**src/rtl/dma_pkg.sv**
```systemverilog
package dma_pkg;
    typedef enum logic [2:0] {
        ST_IDLE,
        ST_WAITDEV,
        ST_REQ,
        ST_READ,
        ST_WRITE
    } dma_state_e;

    localparam int REG_DEV = 0;
    localparam int REG_MEM = 1;
    localparam int REG_LEN = 2;
    localparam int REG_CMD = 3;

    localparam int CMD_DIR  = 0;
    localparam int CMD_MODE = 1;
    localparam int CMD_GO   = 2;
    localparam int CMD_CLR  = 3;
endpackage

```
**src/rtl/dma_regs.sv**
```systemverilog
module dma_regs
    import dma_pkg::*;
#(
    parameter int AW  = 16,
    parameter int DW  = 16,
    parameter int LW  = 16,
    parameter int RAW = 2
) (
    input  logic           clk,
    input  logic           rst_n,
    input  logic           we,
    input  logic [RAW-1:0] waddr,
    input  logic [DW-1:0]  wdata,
    input  logic           busy_i,
    input  logic           done_i,
    output logic [AW-1:0]  dev_loc_o,
    output logic [AW-1:0]  mem_base_o,
    output logic [LW-1:0]  len_o,
    output logic           dir_o,
    output logic           mode_o,
    output logic           go_o,
    output logic           irq_o
);
    localparam logic [RAW-1:0] A_DEV = RAW'(REG_DEV);
    localparam logic [RAW-1:0] A_MEM = RAW'(REG_MEM);
    localparam logic [RAW-1:0] A_LEN = RAW'(REG_LEN);
    localparam logic [RAW-1:0] A_CMD = RAW'(REG_CMD);

    typedef struct packed {
        logic [AW-1:0] dev;
        logic [AW-1:0] mem;
        logic [LW-1:0] len;
        logic          dir;
        logic          mode;
        logic          irq;
    } cfg_t;

    cfg_t cfg_d, cfg_q;
    logic cmd_wr, clr_req;

    always_comb begin
        cfg_d   = cfg_q;
        cmd_wr  = we && (waddr == A_CMD);
        clr_req = cmd_wr && wdata[CMD_CLR];
        go_o    = cmd_wr && wdata[CMD_GO] && !busy_i;
        if (we && !busy_i) begin
            case (waddr)
                A_DEV: cfg_d.dev = wdata[AW-1:0];
                A_MEM: cfg_d.mem = wdata[AW-1:0];
                A_LEN: cfg_d.len = wdata[LW-1:0];
                A_CMD: begin
                    cfg_d.dir  = wdata[CMD_DIR];
                    cfg_d.mode = wdata[CMD_MODE];
                end
                default: ;
            endcase
        end
        if (clr_req) cfg_d.irq = 1'b0;
        if (done_i)  cfg_d.irq = 1'b1;
    end

    always_ff @(posedge clk) begin
        if (!rst_n) cfg_q <= '0;
        else        cfg_q <= cfg_d;
    end

    assign dev_loc_o  = cfg_q.dev;
    assign mem_base_o = cfg_q.mem;
    assign len_o      = cfg_q.len;
    assign dir_o      = cfg_q.dir;
    assign mode_o     = cfg_q.mode;
    assign irq_o      = cfg_q.irq;


    irq_set_chk: assert property (@(posedge clk) disable iff (!rst_n)
        done_i |=> irq_o);


    irq_hold_chk: assert property (@(posedge clk) disable iff (!rst_n)
        (irq_o && !clr_req) |=> irq_o);


    busy_cfg_chk: assert property (@(posedge clk) disable iff (!rst_n)
        busy_i |=> ($stable(cfg_q.mem) && $stable(cfg_q.len) &&
                    $stable(cfg_q.dir) && $stable(cfg_q.mode) && $stable(cfg_q.dev)));
endmodule

```
**src/rtl/dma_engine.sv**
```systemverilog
module dma_engine
    import dma_pkg::*;
#(
    parameter int AW = 16,
    parameter int DW = 16,
    parameter int LW = 16
) (
    input  logic          clk,
    input  logic          rst_n,
    input  logic          go_i,
    input  logic [LW-1:0] len_i,
    input  logic [AW-1:0] base_i,
    input  logic          dir_i,
    input  logic          mode_i,
    input  logic          dev_ready_i,
    input  logic          bg_i,
    input  logic [DW-1:0] mem_rdata_i,
    input  logic [DW-1:0] dev_rdata_i,
    output logic          br_o,
    output logic          bgack_o,
    output logic [AW-1:0] mem_addr_o,
    output logic          mem_rd_o,
    output logic          mem_wr_o,
    output logic [DW-1:0] mem_wdata_o,
    output logic          dev_ack_o,
    output logic [DW-1:0] dev_wdata_o,
    output logic          busy_o,
    output logic          done_o
);
    typedef struct packed {
        dma_state_e    st;
        logic [AW-1:0] addr;
        logic [LW-1:0] cnt;
        logic [DW-1:0] word;
    } eng_t;

    eng_t eng_d, eng_q;
    logic last_word;

    assign last_word = (eng_q.cnt == LW'(1));

    always_comb begin
        eng_d       = eng_q;
        br_o        = 1'b0;
        bgack_o     = 1'b0;
        mem_rd_o    = 1'b0;
        mem_wr_o    = 1'b0;
        mem_wdata_o = '0;
        dev_ack_o   = 1'b0;
        dev_wdata_o = '0;
        done_o      = 1'b0;
        case (eng_q.st)
            ST_IDLE: begin
                if (go_i) begin
                    if (len_i == '0) begin
                        done_o = 1'b1;
                    end else begin
                        eng_d.st   = ST_WAITDEV;
                        eng_d.addr = base_i;
                        eng_d.cnt  = len_i;
                    end
                end
            end
            ST_WAITDEV: begin
                if (dev_ready_i) eng_d.st = ST_REQ;
            end
            ST_REQ: begin
                br_o = 1'b1;
                if (bg_i) eng_d.st = ST_READ;
            end
            ST_READ: begin
                bgack_o = 1'b1;
                if (dev_ready_i) begin
                    if (dir_i) begin
                        mem_rd_o   = 1'b1;
                        eng_d.word = mem_rdata_i;
                    end else begin
                        dev_ack_o  = 1'b1;
                        eng_d.word = dev_rdata_i;
                    end
                    eng_d.st = ST_WRITE;
                end
            end
            ST_WRITE: begin
                bgack_o = 1'b1;
                if (dir_i) begin
                    dev_ack_o   = 1'b1;
                    dev_wdata_o = eng_q.word;
                end else begin
                    mem_wr_o    = 1'b1;
                    mem_wdata_o = eng_q.word;
                end
                eng_d.addr = eng_q.addr + 1'b1;
                eng_d.cnt  = eng_q.cnt - 1'b1;
                if (last_word) begin
                    done_o   = 1'b1;
                    eng_d.st = ST_IDLE;
                end else if (mode_i) begin
                    eng_d.st = ST_WAITDEV;
                end else begin
                    eng_d.st = ST_READ;
                end
            end
            default: eng_d.st = ST_IDLE;
        endcase
    end

    always_ff @(posedge clk) begin
        if (!rst_n) eng_q <= '{st: ST_IDLE, addr: '0, cnt: '0, word: '0};
        else        eng_q <= eng_d;
    end

    assign mem_addr_o = bgack_o ? eng_q.addr : '0;
    assign busy_o     = (eng_q.st != ST_IDLE);


    ready_gate_chk: assert property (@(posedge clk) disable iff (!rst_n)
        $rose(br_o) |-> $past(dev_ready_i));


    br_hold_chk: assert property (@(posedge clk) disable iff (!rst_n)
        (br_o && !bg_i) |=> br_o);


    grant_order_chk: assert property (@(posedge clk) disable iff (!rst_n)
        $rose(bgack_o) |-> ($past(bg_i) && $past(br_o) && !br_o));


    no_master_chk: assert property (@(posedge clk) disable iff (!rst_n)
        !bgack_o |-> (!mem_rd_o && !mem_wr_o && mem_addr_o == '0));


    addr_step_chk: assert property (@(posedge clk) disable iff (!rst_n)
        (eng_q.st == ST_WRITE) |=> (eng_q.addr == $past(eng_q.addr) + 1'b1));


    burst_hold_chk: assert property (@(posedge clk) disable iff (!rst_n)
        (eng_q.st == ST_WRITE && !mode_i && !last_word) |=> bgack_o);


    steal_release_chk: assert property (@(posedge clk) disable iff (!rst_n)
        (eng_q.st == ST_WRITE && mode_i && !last_word) |=> !bgack_o);


    zero_len_chk: assert property (@(posedge clk) disable iff (!rst_n)
        (go_i && !busy_o && len_i == '0) |=> !busy_o);
endmodule

```
**src/rtl/dma_ctrl.sv**
```systemverilog
module dma_ctrl
    import dma_pkg::*;
#(
    parameter int AW  = 16,
    parameter int DW  = 16,
    parameter int LW  = 16,
    parameter int RAW = 2
) (
    input  logic           clk,
    input  logic           rst_n,
    input  logic           reg_we,
    input  logic [RAW-1:0] reg_addr,
    input  logic [DW-1:0]  reg_wdata,
    output logic           irq,
    output logic           br,
    input  logic           bg,
    output logic           bgack,
    output logic [AW-1:0]  mem_addr,
    output logic           mem_rd,
    output logic           mem_wr,
    output logic [DW-1:0]  mem_wdata,
    input  logic [DW-1:0]  mem_rdata,
    output logic [AW-1:0]  dev_addr,
    input  logic           dev_ready,
    output logic           dev_ack,
    output logic [DW-1:0]  dev_wdata,
    input  logic [DW-1:0]  dev_rdata
);
    logic [AW-1:0] base_w;
    logic [LW-1:0] len_w;
    logic          dir_w, mode_w, go_w, busy_w, done_w;

    dma_regs #(.AW(AW), .DW(DW), .LW(LW), .RAW(RAW)) u_regs (
        .clk       (clk),
        .rst_n     (rst_n),
        .we        (reg_we),
        .waddr     (reg_addr),
        .wdata     (reg_wdata),
        .busy_i    (busy_w),
        .done_i    (done_w),
        .dev_loc_o (dev_addr),
        .mem_base_o(base_w),
        .len_o     (len_w),
        .dir_o     (dir_w),
        .mode_o    (mode_w),
        .go_o      (go_w),
        .irq_o     (irq)
    );

    dma_engine #(.AW(AW), .DW(DW), .LW(LW)) u_engine (
        .clk        (clk),
        .rst_n      (rst_n),
        .go_i       (go_w),
        .len_i      (len_w),
        .base_i     (base_w),
        .dir_i      (dir_w),
        .mode_i     (mode_w),
        .dev_ready_i(dev_ready),
        .bg_i       (bg),
        .mem_rdata_i(mem_rdata),
        .dev_rdata_i(dev_rdata),
        .br_o       (br),
        .bgack_o    (bgack),
        .mem_addr_o (mem_addr),
        .mem_rd_o   (mem_rd),
        .mem_wr_o   (mem_wr),
        .mem_wdata_o(mem_wdata),
        .dev_ack_o  (dev_ack),
        .dev_wdata_o(dev_wdata),
        .busy_o     (busy_w),
        .done_o     (done_w)
    );
endmodule

```
**config.mk**
```make
export PLATFORM = sky130hd
export DESIGN_NAME = dma_ctrl
export DESIGN_NICKNAME = d
export VERILOG_FILES = /design/src/rtl/dma_pkg.sv /design/src/rtl/dma_regs.sv /design/src/rtl/dma_engine.sv /design/src/rtl/dma_ctrl.sv
export SDC_FILE = /design/constraint.sdc
export NUM_CORES = 1
export LEC_CHECK = 0
export BUFFER_PORTS_ARGS = -buffer_cell sky130_fd_sc_hd__buf_2
export CAP_MARGIN = 20
export CORE_UTILIZATION = 55
export CTS_BUF_LIST = sky130_fd_sc_hd__clkbuf_8
export CTS_CLUSTER_DIAMETER = 50
export CTS_CLUSTER_SIZE = 12
export DETAILED_ROUTE_END_ITERATION = 10
export GPL_TIMING_DRIVEN = 0
export PLACE_DENSITY = 0.93
export SYNTH_ARGS = -nofsm -noshare
export SYNTH_HDL_FRONTEND = slang
export SYNTH_HIERARCHICAL = 1
export SYNTH_SLANG_ARGS = --single-unit
```
**constraint.sdc**
```tcl
create_clock -name clk -period 3.19 [get_ports clk]
set_clock_uncertainty 0.2 [all_clocks]
set_input_delay 0.7975 -clock clk [delete_from_list [all_inputs] [get_ports clk]]
set_output_delay 0.7975 -clock clk [all_outputs]
set_load 0.02 [all_outputs]
```
Word-level counts from Yosys, hierarchy flattened
Index checks and enable logic that the tools add are counted.
Widths: inputs -> output; s select.
Word-level totals
  bits in registers: 102
  word-level logic and storage cells: 75
Cells by class
  equality and inequality tests: 13
  add/subtract/negate cells: 2
  reduce and logical (&&, ||, !) cells: 20
  muxes and demuxes: 30
Operators with widths (count)
  $mux 16: 6
  $mux 35: 2
  $pmux 32 s2: 1
  $add 16x1->16 const B: 1
  $eq 16x1->1 const B: 1
  $logic_not 16->1: 1
  $sub 16x1->16 const B: 1
  $pmux 3 s5: 1
  $mux 1: 13
  $ne 2x2->1 const B: 5
  $reduce_and 2->1: 5
  $mux 3: 3
  $eq 3x2->1 const B: 2
  $logic_and 1x1->1: 5
  $reduce_and 5->1: 1
  $eq 2x2->1 const B: 2
  $mux 2: 2
  $pmux 1 s2: 2
  $reduce_bool 2->1: 2
  $eq 3x1->1 const B: 1
  $eq 3x3->1 const B: 1
  $logic_not 3->1: 1
  $reduce_and 3->1: 1
  $reduce_bool 3->1: 1
  other kinds (4): 4

Longest topological paths before layout
Gate-level depths: netlist (run 1).
  depth after elaboration: 7
  depth in mapped cells: 10

Modules after synthesis
The synthesis (run 1) kept the hierarchy.
By module, submodules not included
  dma_engine: seq. area each 1021.0 µm², cells each 398, times used 1, area an instance 3149.3 µm²
  dma_regs: seq. area each 1021.0 µm², cells each 189, times used 1, area an instance 1920.6 µm²

Least setup slack after synthesis (run 1)
No wires, ideal clock.
  path type: register to output
  start point: reg u_engine/eng_q[49] (netlist bit)
  end point: out mem_wdata[10]
  data required time: 2193 ps
  cell stages (with the launch flop): 7
  arrival time: 1885 ps
  slack: 308 ps
  cells stage by stage: dfxtp_1 -> clkbuf_1 -> or3b_2 -> clkbuf_1 -> nor2_1 -> clkbuf_1 -> and2_1
Between the ends
  cells in the longest elaborated chain, start to end: 2
RTL lines
  from (decl): RTL line dma_engine.sv:37  | eng_t eng_d, eng_q;
  from (signal assigned): RTL line dma_engine.sv:109  | if (!rst_n) eng_q <= '{st: ST_IDLE, addr: '0, cnt: '0, word: '0};
  from (signal assigned): RTL line dma_engine.sv:110  | else eng_q <= eng_d;
  $eq 3x3->1: RTL line dma_engine.sv:52  | case (eng_q.st)
  $mux 16: RTL line dma_engine.sv:52
  to (decl): RTL line dma_ctrl.sv:21  | output logic [DW-1:0] mem_wdata,
No other way between the ends.

Worst setup path in the final report (run 1)
  start point: reg u_engine/eng_q[48] (netlist bit)
  end point: out mem_addr[14]
Between the ends
  cells in the longest elaborated chain, start to end: 4
  elaborated cells between the ends (all ways): 5
RTL lines
  $eq 3x2->1 or $eq 3x3->1 (tied branches): RTL line dma_engine.sv:52
  $reduce_or 2->1 (no line) *
  $mux 1 *: RTL line dma_engine.sv:52
  $mux 16 *: RTL line dma_engine.sv:113  | assign mem_addr_o = bgack_o ? eng_q.addr : '0;
  to (decl): RTL line dma_ctrl.sv:18  | output logic [AW-1:0] mem_addr,
Mark *: on every way between the ends. The rest lies on a longest branch, timed or not.

==> qor.yml, run 1 <==
grt_pass1_wl_um: 23900
area.growth.synth_to_final_pct: 19.9
gpl.final_weighted_congestion: 0.939
r2r_start: "u_engine/eng_q[48]"
portBuffers: 124
drt_iter0_drc: 618
postSynth.asyncResetShare_pct: 0
critical_path.cell_chain: "buf_2 > or3b_4 > o21ai_2 > clkbuf_4 > and2_1 > buf_2"
fin_util_pct: 69.0
arrival_ps: 2050
post_synth_num_cell_types: 65
clock_latency_on_the_worst_skew_pair_ps: 380
drt_first_pass_iters: 10
routed-via-count: 5104
floorplan.io_pins: 125
clock_tree_from_tritoncts: "yes"
cts.reportedPaths.clkPinSlew_ps: 100
drv_slew: 0
rows: 34
finalHoldViolations: 0
violations: "DRC"
critPathKind: "flop to primary output"
critPathMaxFanout: 10
post-place-ws_ps: -123
critical_path.startpoint: "u_engine/eng_q[48]"
tightestPinTransition_ps: 696
viasPerCell: 6.12
placeableCoreArea_um2: 8810
rsz0062_at_grt: "false"
layout.cells.most_common: "buf_2"
cts_made_buffers: 9
max_freq_mhz: 328
ys.flop_type: "dfxtp_1"
track_usage_pct: 31.2
drive_gt1_share_pct: 25.3
synth_area_per_cell_um2: 8.64
layout_common_cells: "buf_2, dfxtp_1, nand2_1"
die_area_um2: 9610
postSynthCellCount: 587
worstReg2RegEnd: "u_engine/eng_q[31]"
number_of_antenna_violations_at_the_first_check_in_global_routing: 0
hold_buf_count_cts: 0
clk_tree_root_cell: "clkbuf_8"
gr-max-usage-layer: "met2"
final-setup-viol-count: 0
die_h_um: 98.0
antenna-diode-count: 0
cts_h_tree_lvls: 3
fp.dieW_um: 98.0
max_slew_margin_pct: 53.6
post-dp-hpwl_um: 11100
cpMaxStageDelayCell: "or3b_4"
synth_enable_flop_cells: 0
ys_ff_latch: 102
ir_drop_mv: 0.335
timing.reg2reg.setup_slack_ps: 250
total_number_of_cells_along_the_worst_setup_path: 6
worst_setup_path_endpoint: "mem_addr[14]"
gr_overflow_total: 0
worst_path_largest_cell_delay_ps: 470
period_minus_slack_ps: 3050
run_status: "finished with violations"
final_nets: 779
critPathTopFamily: "simple AND/OR/NAND/NOR gates"
crit_buf_inv: 3
yosysWarningCount: 6
fin_crit_sh_pct: 95.6
totalPowerFinal_w: 0.00252
grt_max_degree: 20
timing.critical_path.to_type: "primary output"
routedWlPerCell_um: 17.7
holdCritPathClass: "flop to flop"
synth_seq_area_share_pct: 40.3
starting_density_pct: 57.6
logic_depth_of_the_worst_register_to_register_path: 9
path_common_cell: "buf_2"
leakage_power_nw: 2.79
route.antenna.remaining_nets: 0
routed_wl_um: 14800
worstPathRequired_ps: 2190
met2_usage_pct: 51.8
worst_hold_slack_ps: 273
number_of_global_route_vias_before_repair: 4904
cp-start-kind: "flop"
route.detailed.drc: 5
synthesized_nets: 645
max-clock-path-buffers: 2
cellPowerDensity_nw_per_um2: 415
global_route.usage.met1_pct: 40.5
post_synth_instance_area_um2: 5070
setup_ws_ps: 139
cts.sink_count: 102
globalRouteMet3Util_pct: 5.23
number_of_max_cap_violations: 0
-- worst min-delay path by stage --
stage	from	end	slack, ps	cells after the start
floorplan	u_regs/mem_base_o[7]	u_regs/mem_base_o[7]	230	2
global placement	u_regs/dev_loc_o[7]	u_regs/dev_loc_o[7]	250	2
detailed placement	u_regs/dev_loc_o[4]	u_regs/dev_loc_o[4]	250	2
CTS	u_regs/dev_loc_o[4]	u_regs/dev_loc_o[4]	270	2
global route	u_regs/dev_loc_o[4]	u_regs/dev_loc_o[4]	290	2
finish	u_regs/dev_loc_o[4]	u_regs/dev_loc_o[4]	270	2
-- per-layer routing --
layer  wire length [um]  share of wire, %
met1               6190                42
met2               6840                46
met3               1330               9.0
met4                418               2.8
met5                  0                 0
-- what timing repair did --
action | 4_1_cts | 5_1_grt
buffers inserted | 1 | 0
setup endpoints to repair | 61 | 45
resized for setup | 11 | 6
pin swaps | 1 | 0
-- cells by family (layout without fill, tap and decap cells) --
family	count (synthesis)	in the layout	synth area share [%]
simple gates	252	252	25.2
compound gates	106	106	14.4
flops	102	102	40.3
mux	68	68	13.5
buf+inv	50	189	4.86
xor+xnor	6	6	1.04
fa+ha+maj	3	3	0.740
-- layout make-up --
type | count | area, um^2
tap | 108 | 135
buffer | 41 | 220
sequential | 102 | 2040
timing repair buffer | 125 | 628
inverter | 7 | 26.3
multi-input combinational | 435 | 2820
fill | 648 | 2730
clock inverter | 7 | 87.6
clock buffer | 9 | 124
-- worst min-delay path, stage by stage (launching register included) --
cell	delay (ps)
dfxtp_1	320
nand2_1	50
mux2i_1	60
-- per-stage QoR --
step | instances | setup TNS [ps] | cell area, um^2
4_1_cts | 835 | 0 | 6070
2_1_floorplan | 587 | 0 | 5070
6_report | 834 | 0 | 6080
5_1_grt | 834 | 0 | 6080
3_5_place_dp | 819 | -1520 | 5830
3_3_place_gp | 819 | -1.65 | 5830
-- state kept, by name, summed over array words and instances, names as in the netlist --
name and cells:
u_engine/eng_q 51, u_regs/dev_loc_o 16, u_regs/len_o 16, u_regs/mem_base_o 16, u_regs/dir_o 1, u_regs/irq_o 1, u_regs/mode_o 1
-- cells in the mapped netlist (all sizes together), types with 2 or more instances --
| library cell | n | share of area, % |
|---|---|---|
| clkbuf | 27 | 2.0 |
| a311oi | 2 | 0.35 |
| nand3 | 14 | 1.5 |
| a31oi | 7 | 0.86 |
| o221ai | 2 | 0.35 |
| mux2i | 67 | 13 |
| dfxtp | 102 | 40 |
| a221oi | 2 | 0.35 |
| nand2 | 90 | 6.7 |
| inv | 6 | 0.44 |
| a22oi | 4 | 0.59 |
| xor2 | 6 | 1.0 |
| and2 | 33 | 4.1 |
| or3 | 6 | 0.81 |
| a222oi | 3 | 0.59 |
| buf | 16 | 2.3 |
| nand2b | 3 | 0.52 |
| and3 | 22 | 2.7 |
| a21o | 2 | 0.30 |
| nor2 | 46 | 3.4 |
| a21oi | 30 | 3.0 |
| a2bb2oi | 2 | 0.35 |
| nor4 | 5 | 0.91 |
| a211oi | 18 | 2.7 |
| o211ai | 4 | 0.59 |
| nor3 | 14 | 1.4 |
| nand4 | 2 | 0.25 |
| o31ai | 3 | 0.44 |
| or2 | 2 | 0.25 |
| ha | 3 | 0.74 |
| o22ai | 2 | 0.25 |
| or4 | 7 | 1.2 |
| o21ai | 14 | 1.5 |
-- report_power, final --
group / internal, W / total, W / switching (W)
sequential: 0.00131 / 0.00134 / 0.0000329
combinational: 0.000121 / 0.000302 / 0.000181
clock: 0.000383 / 0.000878 / 0.000495
total: 0.00181 / 0.00252 / 0.000709
No activity file was read; power rests on OpenSTA's default activity.
==> inputs of run 2 (changes only) <==
--- a/config.mk
+++ b/config.mk
@@ -7,13 +7,13 @@
 export LEC_CHECK = 0
 export BUFFER_PORTS_ARGS = -buffer_cell sky130_fd_sc_hd__buf_2
 export CAP_MARGIN = 20
-export CORE_UTILIZATION = 55
+export CORE_UTILIZATION = 50
 export CTS_BUF_LIST = sky130_fd_sc_hd__clkbuf_8
 export CTS_CLUSTER_DIAMETER = 50
 export CTS_CLUSTER_SIZE = 12
 export DETAILED_ROUTE_END_ITERATION = 10
 export GPL_TIMING_DRIVEN = 0
-export PLACE_DENSITY = 0.93
+export PLACE_DENSITY = 0.9
 export SYNTH_ARGS = -nofsm -noshare
 export SYNTH_HDL_FRONTEND = slang
 export SYNTH_HIERARCHICAL = 1
==> constraint.sdc (replaced) <==
create_clock -name clk -period 2.7 [get_ports clk]
set_clock_uncertainty 0.2 [all_clocks]
set_input_delay 0.675 -clock clk [delete_from_list [all_inputs] [get_ports clk]]
set_output_delay 0.675 -clock clk [all_outputs]
set_load 0.02 [all_outputs]
==> run 2 against run 1 <==
Effect of this change: the flow now finishes without violations; final area rose by 3.5%; global-route usage fell by 1.2 points; worst setup slack got worse by 120 ps; register-to-register slack got worse by 210 ps; combinational power rose by 26%; die area rose by 9.8%; first-iteration DRC count fell by 6.1%; clock power rose by 11%; worst hold slack barely moved; via count rose by 1.8%; non-clock buffer count rose by 13; highest routed layer unchanged.
==> qor.yml, run 2 (same netlist as run 1, synthesis figures left out) <==
run_status: "finished, final reports clean"  # was finished with violations
clockPowerShare_pct: 33.1  # was 34.8%
grt_pass1_wl_um: 24100  # was 23900 um
cp-start-kind: "flop"  # unchanged
arrival_ps: 1810  # was 2050 ps
fin_crit_sh_pct: 99.5
drv_slew: 0  # unchanged
portBuffers: 124  # unchanged
cellPowerDensity_nw_per_um2: 468  # was 415 nW/um^2
logic_depth_of_the_worst_register_to_register_path: 10  # was 9
fillers: 800  # was 648
starting_density_pct: 51.6  # was 57.6%
route.detailed.drc: 0  # was 5
placedInstanceArea_um2: 5860  # was 5830 um^2
final-setup-viol-count: 0  # unchanged
sequential_cell_area_um2: 2060  # was 2040 um^2
number_of_global_route_vias_before_repair: 4973  # was 4904
holdCritPathClass: "flop to flop"  # unchanged
die_h_um: 103  # was 98.0 um
hold_buf_count_cts: 0  # unchanged
critPathMaxFanout: 8  # was 10
cts_made_buffers: 9  # unchanged
worstPathRequired_ps: 1820  # was 2190 ps
routed-via-count: 5194  # was 5104
setup-tns-final_ps: 0  # unchanged
rsz0062_at_grt: "true"  # was false
final_nets: 792  # was 779
cts.reportedPaths.clkPinSlew_ps: 110  # was 100 ps
power.combinational.fraction_pct: 13.0  # was 12.0%
routedWlPerCell_um: 17.8  # was 17.7 um
finalHoldViolations: 0  # unchanged
track_usage_pct: 29.9  # was 31.2%
register_with_the_most_flip_flops: "u_engine/eng_q"  # unchanged
whs_endpoint: "u_regs/dev_loc_o[7]"  # was u_regs/dev_loc_o[4]
placed_cells: 844  # was 819
die_area_um2: 10500  # was 9610 um^2
min_delay_path_depth: 2  # unchanged
max-clock-path-buffers: 2  # unchanged
tightestPinTransition_ps: 680  # was 696 ps
r2r_start: "u_engine/eng_q[49]"  # was u_engine/eng_q[48]
area.growth.synth_to_final_pct: 24.1  # was 19.9%
leakage_power_nw: 2.86  # was 2.79 nW
cts_h_tree_lvls: 3  # unchanged
period_minus_slack_ps: 2690
worstReg2RegEnd: "u_engine/eng_q[22]"  # was u_engine/eng_q[31]
multi_input_comb_area_um2: 2860  # was 2820 um^2
number_of_max_cap_violations: 0  # unchanged
final_non_filler_cells: 872  # was 834
drt_first_pass_iters: 7  # was 10
layout_common_cells: "buf_2, dfxtp_1, nand2_1"  # unchanged
clk_tree_root_cell: "clkbuf_8"  # unchanged
clock_latency_on_the_worst_skew_pair_ps: 390  # was 380 ps
hold_start: "u_regs/dev_loc_o[7]"  # was u_regs/dev_loc_o[4]
placeableCoreArea_um2: 9820  # was 8810 um^2
antenna-diode-count: 0  # unchanged
drive_gt1_share_pct: 28.7  # was 25.3%
max_slew_margin_pct: 54.7  # was 53.6%
floorplan.io_pins: 125  # unchanged
rows: 36  # was 34
clock_tree_from_tritoncts: "yes"  # unchanged
critPathKind: "flop to primary output"  # unchanged
routed_wl_um: 15500  # was 14800 um
gpl.final_weighted_congestion: 0.908  # was 0.939
cts.sink_count: 102  # unchanged
ir_drop_mv: 0.404  # was 0.335 mV
power.sequential.fraction_pct: 53.9  # was 53.2%
layout.cells.most_common: "buf_2"  # unchanged
timing.reg2reg.setup_slack_ps: 40  # was 250 ps
cell_internal_pwr_w: 0.00209  # was 0.00181 W
grt_max_degree: 20  # unchanged
viasPerCell: 5.96  # was 6.12
post-dp-hpwl_um: 11200  # was 11100 um
route.antenna.remaining_nets: 0  # unchanged
number_of_antenna_violations_at_the_first_check_in_global_routing: 0  # unchanged
finish.instance_area_um2: 6290  # was 6080 um^2
gr_overflow_total: 0  # unchanged
drt_iter0_drc: 580  # was 618
max_freq_mhz: 372
largest_register_ffs: 51  # unchanged
p_switching_w: 0.000854  # was 0.000709 W
fp.dieW_um: 103  # was 98.0 um
timing.critical_path.to_type: "primary output"  # unchanged
swShare_pct: 29.0  # was 28.1%
-- run 2: cell types whose count changed in the layout (fill, tap and decap cells not counted), sizes merged --
cell,delta
buf,+16
bufinv,-1
clkbuf,-2
clkinvlp,+1
inv,-1
-- run 2: worst max path at each step --
stage | start | endpoint | slack [ps]
finish | u_engine/eng_q[48] | mem_addr[15] | 10
global route | u_engine/eng_q[49] | u_engine/eng_q[24] | -50
CTS | u_engine/eng_q[19] | u_regs/irq_o | 1
detailed placement | u_engine/eng_q[49] | u_engine/eng_q[20] | -700
global placement | u_engine/eng_q[49] | u_engine/eng_q[38] | -510
floorplan | u_engine/eng_q[49] | u_engine/eng_q[16] | 9
-- run 2: worst max-delay path, cell delays in order, from the launching register on --
cell	delay, ps
dfxtp_4	400
or3b_4	420
o21ai_4	130
buf_4	190
and2_1	120
buf_2	170
-- run 2: power by group through the flow --
stage	Combinational (W)	Clock [W]	Sequential, W
after global placement	0.000332	0	0.00161
final	0.000382	0.000976	0.00159
after global routing	0.000408	0.00103	0.00159
after CTS	0.000354	0.000981	0.00158
after floorplan	0.000221	0	0.00161
after detailed placement	0.000346	0	0.00161
-- run 2: stage by stage --
stage / hold WS, ps / power, W / utilization [%] / setup slack, ps
6_report: 273 / 0.00294 / 64.1 / 14.7
3_5_place_dp: 255 / 0.00196 / 59.7 / -700
3_3_place_gp: 247 / 0.00194 / 59.7 / -508
5_1_grt: 295 / 0.00303 / 64.1 / -46.9
4_1_cts: 273 / 0.00292 / 63.1 / 1.27
2_1_floorplan: 232 / 0.00183 / - / 9.24
-- run 2: final cells by class --
type	count	share of cell area [%]
plain buffers	38	3.40
clock inverters	6	1.01
well taps	133	2.64
inverters	7	0.418
flip-flops and latches	102	32.8
clock buffers	10	2.19
multi-input cells	435	45.4
repair buffers	141	12.1
-- run 2: timing repair --
item,4_1_cts,5_1_grt
hold endpoints to repair,0,0
gates resized for setup,26,22
setup endpoints to repair,86,67
setup buffers,9,7
cloned,1,0
pin swaps,5,6
-- run 2: metal layers --
| metal | part of all wire (%) | global-route usage, % |
|---|---|---|
| met4 | 3.1 | 13.1 |
| met1 | 39 | 36.1 |
| met5 | 0 | 0 |
| met3 | 9.8 | 6.37 |
| met2 | 48 | 51.3 |
==> inputs of run 3 (changes only) <==
--- a/config.mk
+++ b/config.mk
@@ -5,16 +5,16 @@
 export SDC_FILE = /design/constraint.sdc
 export NUM_CORES = 1
 export LEC_CHECK = 0
-export BUFFER_PORTS_ARGS = -buffer_cell sky130_fd_sc_hd__buf_2
+export ABC_AREA = 1
 export CAP_MARGIN = 20
-export CORE_UTILIZATION = 50
+export CORE_UTILIZATION = 59
 export CTS_BUF_LIST = sky130_fd_sc_hd__clkbuf_8
 export CTS_CLUSTER_DIAMETER = 50
 export CTS_CLUSTER_SIZE = 12
 export DETAILED_ROUTE_END_ITERATION = 10
+export DONT_BUFFER_PORTS = 1
 export GPL_TIMING_DRIVEN = 0
-export PLACE_DENSITY = 0.9
+export PLACE_DENSITY = 0.89
 export SYNTH_ARGS = -nofsm -noshare
 export SYNTH_HDL_FRONTEND = slang
-export SYNTH_HIERARCHICAL = 1
 export SYNTH_SLANG_ARGS = --single-unit
==> run 3 against run 2 <==
Effect of this change: clock-buffer cell count is the same; combinational power grew to 4.7 times the previous value; worst setup slack gained 39 ps; critical endpoint is now dev_wdata[9]; highest routed layer unchanged.
==> qor.yml, run 3 <==
clock_tree_from_tritoncts: "yes"  # unchanged
period_minus_slack_ps: 2650  # was 2690 ps
post_synth_num_cell_types: 34  # was 65
synth_enable_flop_cells: 0  # unchanged
max_freq_mhz: 378  # was 372 MHz
rows: 34  # was 36
viasPerCell: 6.04  # was 5.96
die_h_um: 96.2  # was 103 um
synth_area_per_cell_um2: 6.36  # was 8.64 um^2
ir_drop_mv: 0.547  # was 0.404 mV
ys_ff_latch: 102  # unchanged
final-setup-viol-count: 0  # unchanged
cellPowerDensity_nw_per_um2: 799  # was 468 nW/um^2
floorplan.io_pins: 125  # unchanged
yosysWarningCount: 0  # was 6
cp-start-kind: "flop"  # unchanged
run_status: "finished, final reports clean"  # unchanged
placeableCoreArea_um2: 8680  # was 9820 um^2
max_slew_margin_pct: 56.8  # was 54.7%
worstPathRequired_ps: 1820  # about the same
critPathKind: "flop to primary output"  # unchanged
number_of_antenna_violations_at_the_first_check_in_global_routing: 0  # unchanged
critical_path.startpoint: "u_engine.eng_q[49]"  # was u_engine/eng_q[48]
rsz0062_at_grt: "false"  # was true
power.combinational.fraction_pct: 37.6  # was 13.0%
drt_iter0_drc: 723  # was 580
area.growth.synth_to_final_pct: 13.2  # was 24.1%
layout.cells.most_common: "nor2_1"  # was buf_2
postSynth.asyncResetShare_pct: 0  # unchanged
postSynthCellCount: 824  # was 587
synth_seq_area_share_pct: 39.0  # was 40.3%
r2r_start: "u_engine.eng_q[50]"  # was u_engine/eng_q[49]
ys.flop_type: "dfxtp_1"  # unchanged
cell_internal_pwr_w: 0.00267  # was 0.00209 W
fin_crit_sh_pct: 98.0  # was 99.5%
swShare_pct: 43.6  # was 29.0%
grt_pass1_wl_um: 24000  # was 24100 um
setup-tns-final_ps: 0  # unchanged
worst_setup_path_endpoint: "dev_wdata[9]"  # was mem_addr[15]
hold_buf_count_cts: 0  # unchanged
post_synth_most_frequent_cells: "nor2_1, nand2_1, dfxtp_1, o21ai_0, inv_1"  # was dfxtp_1, nand2_1, mux2i_1, nor2_1, and2_1
cts_h_tree_lvls: 3  # unchanged
clockPowerShare_pct: 21.0  # was 33.1%
routed-via-count: 5757  # was 5194
portBuffers: 0  # was 124
cts_made_buffers: 9  # unchanged
timing.critical_path.to_type: "primary output"  # unchanged
routed_wl_um: 16500  # was 15500 um
fp.dieW_um: 96.2  # was 103 um
setup_ws_ps: 54.1  # was 14.7 ps
clk_tree_root_cell: "clkbuf_8"  # unchanged
synth.top_cells.by_area: "dfxtp_1, nor2_1, nand2_1"  # was dfxtp_1, mux2i_1, nand2_1
routedWlPerCell_um: 17.4  # was 17.8 um
drv_slew: 0  # unchanged
leakage_power_nw: 2.22  # was 2.86 nW
post_synth_instance_area_um2: 5240  # was 5070 um^2
synthDominantCellAreaShare_pct: 39.0  # was 40.3%
logic_depth_of_the_worst_register_to_register_path: 6  # was 10
route.detailed.drc: 0  # unchanged
holdCritPathClass: "input pin to flop"  # was flop to flop
arrival_ps: 1770  # was 1810 ps
register_with_the_most_flip_flops: "u_engine.eng_q"  # was u_engine/eng_q
critPathMaxFanout: 10  # was 8
die_area_um2: 9260  # was 10500 um^2
route.antenna.remaining_nets: 0  # unchanged
drt_first_pass_iters: 6  # was 7
synthesized_nets: 882  # was 645
number_of_max_cap_violations: 0  # unchanged
max-clock-path-buffers: 2  # unchanged
post-place-ws_ps: -175  # was -700 ps
post-dp-hpwl_um: 10900  # was 11200 um
drive_gt1_share_pct: 11.8  # was 28.7%
finalHoldViolations: 0  # unchanged
power.sequential.fraction_pct: 41.4  # was 53.9%
synth_largest_area_cell: "dfxtp_1"  # unchanged
grt_max_degree: 20  # unchanged
gpl.final_weighted_congestion: 0.964  # was 0.908
antenna-diode-count: 0  # unchanged
p_switching_w: 0.00207  # was 0.000854 W
timing.reg2reg.setup_slack_ps: 500  # was 40 ps
gr_overflow_total: 0  # unchanged
hold_start: "dev_rdata[4]"  # was u_regs/dev_loc_o[7]
worstReg2RegEnd: "u_engine.eng_q[46]"  # was u_engine/eng_q[22]
post-synth-top-count-cell: "nor2_1"  # was dfxtp_1
starting_density_pct: 60.4  # was 51.6%
largest_register_ffs: 51  # unchanged
tightestPinTransition_ps: 649  # was 680 ps
cts.reportedPaths.clkPinSlew_ps: 120  # was 110 ps
cts.sink_count: 102  # unchanged
final_nets: 898  # was 792
fillers: 732  # was 800
track_usage_pct: 34.6  # was 29.9%
number_of_global_route_vias_before_repair: 4954  # was 4973
clock_latency_on_the_worst_skew_pair_ps: 390  # about the same
layout_common_cells: "nor2_1, nand2_1, dfxtp_1"  # was buf_2, dfxtp_1, nand2_1
[run 3: worst min-delay path by stage]
stage	cells after the start	slack (ps)	to
finish	2	230	u_engine.eng_q[4]
global route	2	220	u_engine.eng_q[9]
CTS	2	230	u_engine.eng_q[10]
detailed placement	2	270	u_regs.len_o[7]
global placement	2	260	u_regs.len_o[7]
floorplan	2	220	u_regs.mem_base_o[3]
[run 3: through the flow]
| step | util [%] | hold slack, ps | cell area, um^2 | power (W) | std cells |
|---|---|---|---|---|---|
| detailed placement | 61.9 | 269 | 5380 | 0.00360 | 932 |
| floorplan | - | 224 | 5240 | 0.00320 | 824 |
| global placement | 61.9 | 262 | 5380 | 0.00357 | 932 |
| global route | 68.4 | 223 | 5930 | 0.00500 | 953 |
| finish | 68.4 | 225 | 5930 | 0.00474 | 953 |
| CTS | 66.7 | 231 | 5790 | 0.00458 | 947 |
[run 3: layout make-up]
class                   instances  area, um^2  share of cell area, %
repair buffers                  6        45.0                  0.759
clock inverters                 6        60.1                   1.01
multi-input cells             604        2960                   49.9
clock buffers                  10         138                   2.32
flip-flops and latches        102        2050                   34.6
inverters                      81         312                   5.25
well taps                     108         135                   2.28
plain buffers                  36         229                   3.86
[run 3: timing repair]
item                                    in CTS  in global routing
resized for setup                           59                 30
pin swaps                                    1                  6
buffers inserted                             0                  6
endpoints found under the setup margin      50                 46
[run 3: worst max-delay path: stages, from the launching register on]
cell	delay, ps
dfxtp_4	380
nor2_4	130
nand2_4	140
inv_6	160
nand2_4	130
clkbuf_16	240
nor2_4	190
[run 3: power by group through the flow]
| stage | logic, W | clock network [W] | registers (W) |
|---|---|---|---|
| 2_1_floorplan | 0.00129 | 0 | 0.00191 |
| 3_3_place_gp | 0.00161 | 0 | 0.00196 |
| 3_5_place_dp | 0.00164 | 0 | 0.00196 |
| 4_1_cts | 0.00167 | 0.000980 | 0.00193 |
| 5_1_grt | 0.00198 | 0.00105 | 0.00198 |
| 6_report | 0.00178 | 0.000995 | 0.00196 |
[run 3: metal layers]
| layer | vias up | GRT usage (%) | part of all wire [%] |
|---|---|---|---|
| met5 | - | 0 | 0 |
| met4 | 0 | 16.4 | 4.9 |
| met3 | 82 | 9.87 | 12 |
| met2 | 447 | 52.4 | 44 |
| met1 | 2564 | 45.1 | 38 |
| li1 | 2664 | - | - |
[run 3: logic make-up after synthesis]
kind of cell             count (synthesis)  synth area share, %
AO/OA/AOI/OAI                          154                 15.5
flip-flops                             102                 39.0
adder cells (fa/ha/maj)                  3                0.716
AND/OR/NAND/NOR                        447                 35.5
buffers and inverters                  118                 9.36
